## config.mk

```make
export PLATFORM = sky130hd
export DESIGN_NAME = hwide_conv
export DESIGN_NICKNAME = d
export VERILOG_FILES = /design/src/rtl/hwide_pkg.sv /design/src/rtl/hwide_classify.sv /design/src/rtl/hwide_lzc.sv /design/src/rtl/hwide_pack.sv /design/src/rtl/hwide_conv.sv
export SDC_FILE = /design/constraint.sdc
export NUM_CORES = 1
export LEC_CHECK = 0
export ABC_AREA = 1
export BUFFER_PORTS_ARGS = -buffer_cell sky130_fd_sc_hd__buf_2
export CORE_MARGIN = 2
export CORE_UTILIZATION = 46
export CTS_BUF_LIST = sky130_fd_sc_hd__clkbuf_2 sky130_fd_sc_hd__clkbuf_4 sky130_fd_sc_hd__clkbuf_8
export CTS_CLUSTER_SIZE = 24
export DETAILED_ROUTE_END_ITERATION = 8
export HOLD_SLACK_MARGIN = 0.15
export PLACE_DENSITY = 0.78
export SLEW_MARGIN = 5
export SYNTH_ARGS = -nofsm -noshare
export SYNTH_HDL_FRONTEND = slang
export SYNTH_SLANG_ARGS = --single-unit
```

## constraint.sdc

```tcl
create_clock -name clk -period 0.8 [get_ports clk]
set_input_delay 0.16 -clock clk [delete_from_list [all_inputs] [get_ports clk]]
set_output_delay 0.16 -clock clk [all_outputs]
set_load 0.005 [all_outputs]
```

## src/rtl/hwide_pkg.sv

```systemverilog
package hwide_pkg;
  localparam int H_EXP_W  = 5;
  localparam int H_FRAC_W = 10;
  localparam int H_BIAS   = 15;
  localparam int S_EXP_W  = 8;
  localparam int S_FRAC_W = 23;
  localparam int S_BIAS   = 127;
  localparam int H_W      = 1 + H_EXP_W + H_FRAC_W;
  localparam int S_W      = 1 + S_EXP_W + S_FRAC_W;
  localparam int LZ_W     = $clog2(H_FRAC_W + 1);
  localparam int PAD_W    = S_FRAC_W - H_FRAC_W;
  localparam int REBIAS   = S_BIAS - H_BIAS;

  typedef enum logic [2:0] {
    CL_ZERO,
    CL_SUB,
    CL_NORM,
    CL_INF,
    CL_QNAN,
    CL_SNAN
  } hclass_e;

  // exponent code of a normal (or alternative-mode top) operand, rebiased
  function automatic logic [S_EXP_W-1:0] f_rebias(input logic [H_EXP_W-1:0] e);
    return S_EXP_W'(e) + S_EXP_W'(REBIAS);
  endfunction

  // exponent of a normalised subnormal: leading one sits lz places below the top
  function automatic logic [S_EXP_W-1:0] f_sub_exp(input logic [LZ_W-1:0] lz);
    return S_EXP_W'(REBIAS) - S_EXP_W'(lz);
  endfunction

  // left-align a narrow fraction into the wide field, zero filled
  function automatic logic [S_FRAC_W-1:0] f_align(input logic [H_FRAC_W-1:0] f);
    return {f, {PAD_W{1'b0}}};
  endfunction

  // quieted NaN payload: top bit forced, remaining bits kept
  function automatic logic [S_FRAC_W-1:0] f_quiet(input logic [H_FRAC_W-1:0] f);
    return {1'b1, f[H_FRAC_W-2:0], {PAD_W{1'b0}}};
  endfunction
endpackage

```

## src/rtl/hwide_classify.sv

```systemverilog
module hwide_classify
  import hwide_pkg::*;
(
  input  logic [H_EXP_W-1:0]  exp_i,
  input  logic [H_FRAC_W-1:0] frac_i,
  input  logic                ieee_mode_i,
  output hclass_e             cls_o
);
  logic exp_zero, exp_top, frac_zero;
  assign exp_zero  = (exp_i == '0);
  assign exp_top   = (exp_i == '1);
  assign frac_zero = (frac_i == '0);

  always_comb begin
    cls_o = CL_NORM;
    if (exp_zero) begin
      cls_o = frac_zero ? CL_ZERO : CL_SUB;
    end else if (exp_top && ieee_mode_i) begin
      if (frac_zero)                cls_o = CL_INF;
      else if (frac_i[H_FRAC_W-1])  cls_o = CL_QNAN;
      else                          cls_o = CL_SNAN;
    end
  end
endmodule

```

## src/rtl/hwide_lzc.sv

```systemverilog
module hwide_lzc #(
  parameter int W  = 10,
  parameter int CW = $clog2(W + 1)
) (
  input  logic [W-1:0]  vec_i,
  output logic [CW-1:0] cnt_o
);
  always_comb begin
    cnt_o = CW'(W);
    for (int i = 0; i < W; i++) begin
      if (vec_i[i]) cnt_o = CW'(W - 1 - i);
    end
  end
endmodule

```

## src/rtl/hwide_pack.sv

```systemverilog
module hwide_pack
  import hwide_pkg::*;
(
  input  logic                sign_i,
  input  logic [H_EXP_W-1:0]  exp_i,
  input  logic [H_FRAC_W-1:0] frac_i,
  input  logic [LZ_W-1:0]     lz_i,
  input  hclass_e             cls_i,
  output logic [S_W-1:0]      res_o,
  output logic                invalid_o,
  output logic                denorm_o
);
  logic [H_FRAC_W-1:0] frac_norm;
  logic [LZ_W-1:0]     shamt;

  assign shamt     = lz_i + LZ_W'(1);
  assign frac_norm = frac_i << shamt;

  always_comb begin
    res_o     = {sign_i, {(S_W-1){1'b0}}};
    invalid_o = 1'b0;
    denorm_o  = 1'b0;
    unique case (cls_i)
      CL_ZERO: res_o = {sign_i, {(S_W-1){1'b0}}};
      CL_SUB: begin
        res_o    = {sign_i, f_sub_exp(lz_i), f_align(frac_norm)};
        denorm_o = 1'b1;
      end
      CL_NORM: res_o = {sign_i, f_rebias(exp_i), f_align(frac_i)};
      CL_INF:  res_o = {sign_i, {S_EXP_W{1'b1}}, {S_FRAC_W{1'b0}}};
      CL_QNAN: res_o = {sign_i, {S_EXP_W{1'b1}}, f_quiet(frac_i)};
      CL_SNAN: begin
        res_o     = {sign_i, {S_EXP_W{1'b1}}, f_quiet(frac_i)};
        invalid_o = 1'b1;
      end
      default: res_o = {sign_i, {(S_W-1){1'b0}}};
    endcase
  end
endmodule

```

## src/rtl/hwide_conv.sv

```systemverilog
module hwide_conv
  import hwide_pkg::*;
(
  input  logic        clk,
  input  logic        rst_n,
  input  logic [15:0] op_i,
  input  logic        ieee_mode_i,
  output logic [31:0] res_o,
  output logic        invalid_o,
  output logic        denorm_o
);
  logic                op_sign;
  logic [H_EXP_W-1:0]  op_exp;
  logic [H_FRAC_W-1:0] op_frac;
  hclass_e             op_cls;
  logic [LZ_W-1:0]     op_lz;
  logic [S_W-1:0]      res_d;
  logic                invalid_d, denorm_d;

  assign op_sign = op_i[H_W-1];
  assign op_exp  = op_i[H_W-2 -: H_EXP_W];
  assign op_frac = op_i[H_FRAC_W-1:0];

  hwide_classify u_cls (
    .exp_i       (op_exp),
    .frac_i      (op_frac),
    .ieee_mode_i (ieee_mode_i),
    .cls_o       (op_cls)
  );

  hwide_lzc #(.W(H_FRAC_W), .CW(LZ_W)) u_lzc (
    .vec_i (op_frac),
    .cnt_o (op_lz)
  );

  hwide_pack u_pack (
    .sign_i    (op_sign),
    .exp_i     (op_exp),
    .frac_i    (op_frac),
    .lz_i      (op_lz),
    .cls_i     (op_cls),
    .res_o     (res_d),
    .invalid_o (invalid_d),
    .denorm_o  (denorm_d)
  );

  always_ff @(posedge clk or negedge rst_n) begin
    if (!rst_n) begin
      res_o     <= '0;
      invalid_o <= 1'b0;
      denorm_o  <= 1'b0;
    end else begin
      res_o     <= res_d;
      invalid_o <= invalid_d;
      denorm_o  <= denorm_d;
    end
  end
endmodule

```

==> results by group <==
Final layout
  – Nets: ~320
  – Area Overhead vs Synth: 71.8%
  – Share of layout cells above drive strength 1: between 50% and 60%
  – Fin cells: 336
  – Antenna diode count: 0
  – Fin util: ~83%

Yosys
  – Fraction of the yosys area taken by sequential cells: between 30% and 40%
  – Post-Synth XOR/XNOR Area: 2.47%
  – Post-synth EDFFs: 0
  – Main synth FF type: dfrtp_1
  – Post-Synthesis Cells: ~190
  – Top cells by area, synth: dfrtp_1 34%, nand3_1 13%, nand2_1 8.7%
  – Synth cell types: 31
  – Synth cell count leaders: 38 x nand3_1, 34 x nand2_1, 20 x dfrtp_1
  – Mapped Area: 1470 µm²
  – Synth warn: 0
  – Synth Register Bits: 20
  – Async SR Flop Fraction: 100%
  – Synth area leader: dfrtp_1
  – Largest family of logic cells by synthesized area: simple AND/OR/NAND/NOR gates
  – Synth Area in Adders: ~1.7%
  – Most common cell in the netlist: nand3_1
  – Avg Inst Size Synth: 7.76 µm²
  – Mux share of post-synthesis cell area: 0%
  – Yosys top cell area share: roughly a third
  – Simple-gate share of the synthesized area: between 30% and 40%
  – Post-synthesis compound-gate area fraction: under 10%

STA
  – Crit path time final: about 1500 ps
  – Fmax: approximately 670 MHz
  – RSZ-0062 raised after global routing: true
  – Pins Over Slew Limit: 0
  – Final setup violation count: 39
  – Final Hold Viols: 0
  – Setup_tns: -11960 ps
  – Hold WS: around 130 ps
  – Final Cycle Share: 187%
  – PnR worst setup slack: -693 ps

Global routing
  – First-pass GRT wire length: roughly 7 mm
  – Number of global-route vias before repair: about 1500
  – GR Layer Usage met3: 2.13%
  – M1 GR Usage: between 30 and 40%
  – All-Layer GR Usage: 25.7%
  – Largest net degree at the start of global routing: 21
  – Initial antenna violation count: 0
  – Met2 Use GR: 46.0%
  – GR peak layer: met2
  – Grt ovf: 0

Setup path
  – Crit path arrival time: between 1500 and 2000 ps
  – Worst EP required: ~1000 ps
  – WS Path Type: in -> reg
  – CP Capture Type: register
  – Crit Path Max Fanout: 8
  – CP Launch Type: primary input

Place
  – Port bufs: 39
  – Post-Place Cells: roughly 310
  – Dpl hpwl: between 3 and 4 mm
  – Gpl congestion: around 0.9

Route
  – Starting DRT DRC Count: between 60 and 70
  – DR vias/cell: around 5
  – Routed Antenna Nets: 0
  – Vias: ~1700
  – First-pass DRT Iterations: 4
  – Total wire length: about 4.6 mm
  – Drt drc: 0
  – WL/cell: between 10 and 15 µm

Clock network
  – CTS Root Cell: clkbuf_4
  – Max Buffers Root-to-Sink: 2
  – TritonCTS clock tree: yes
  – Clock-pin transition on the worst setup and hold timing paths: around 90 ps
  – Clock sink count: 20
  – Number of buffers created by CTS: 3
  – Post-CTS Hold Fix Bufs: 4
  – H-tree depth: 1

Status
  – Status: finished with violations
  – Violated checks: setup timing

Die
  – Number of core rows: 20
  – Core area: approximately 3100 µm²
  – IO Pins: 53
  – Die H: ~60 µm
  – Die area: around 3700 µm²
  – Die Span X: ~60 µm
  – Initial Util: roughly half

Min path
  – Min-Delay Path Class: in -> reg

Pwr
  – Leakage power total: roughly 0.0013 µW
  – VDD IR-drop max: between 0.0005 and 0.0006 V
  – PD cells: 1060 nW/µm²

Run
  – Maxcap violations: 0
==> metal layers <==
| metal | vias up | routed length (µm) |
|---|---|---|
| met5 | - | 0 |
| met4 | 0 | 96 |
| met3 | 10 | 296 |
| met2 | 81 | 2360 |
| met1 | 786 | 1890 |
| li1 | 808 | - |
==> final timing paths <==
check	startpoint	endpoint	slack, ps	cells past startpoint
setup / recovery	op_i[1]	res_o[19]	-690	15
hold / removal	op_i[10]	res_o[23]	130	2
max in group asynchronous	rst_n	res_o[26]	190	2
min in group asynchronous	rst_n	res_o[17]	340	2
==> power breakdown <==
group	total (µW)	switching (µW)	internal [µW]	leakage, µW
clock network	412	238	174	0.0000138
registers	1080	11.7	1070	0.000238
logic	1170	626	548	0.00102
==> kinds of logic (layout without fill, tap and decap cells) <==
group                    after synthesis  count (layout)
AO/OA/AOI/OAI                         19              19
XOR/XNOR                               2               2
adder cells (fa/ha/maj)                2               2
buffers and inverters                 41             132
flip-flops                            20              20
other                                  1              13
AND/OR/NAND/NOR                      104             104
==> repair_timing <==
item	CTS	global route
resized for setup	44	11
buffers inserted	14	2
endpoints found under the hold margin	25	2
pin swaps	24	9
setup endpoints to repair	39	39
==> worst max-delay path, stage by stage <==
cell and delay (ps):
buf_12 110, inv_12 40, buf_6 100, nand2_2 50, nand2_1 60, nand2_1 60
nand3_2 60, nand2_2 60, buf_4 140, ha_4 310, buf_8 150, nand3_2 100
nand3_1 110, nand3_1 90, o21ai_1 80
==> final cells by class <==
type	count	area [µm²]
multi-input cells	140	990
repair buffers	104	797
fillers	201	533
flip-flops and latches	20	500
inverters	25	155
well taps	44	55.1
clock buffers	3	22.5
==> per-stage QoR <==
step                      power [µW]  setup WS (ps)  instance area (µm²)
after CTS                       2590           -695                 2460
final                           2660           -693                 2520
after detailed placement        2000          -1080                 2100
after global placement          1990          -1080                 2100
after floorplan                 1640           -739                 1620
after global routing            2800           -775                 2520
==> sequential cells by signal, indices dropped and copies added, names as in the netlist <==
signal and flops:
res_o 18, denorm_o 1, invalid_o 1
==> layout by cell type, fill, tap and decap left out, drive strengths merged <==
cell type and instances:
buf 100, nand2 44, nand3 40, inv 24
dfrtp 20, conb 13, nor2 12, o21ai 10
dlygate4sd3 4, nor3 3, nand4 3, clkbuf 3
a21oi 3, o211ai 2, ha 2, o22ai 2
o21bai 2, and3 1, xor2 1, nand3b 1
xnor2 1, clkinv 1
No activity file was read; power rests on OpenSTA's default activity.
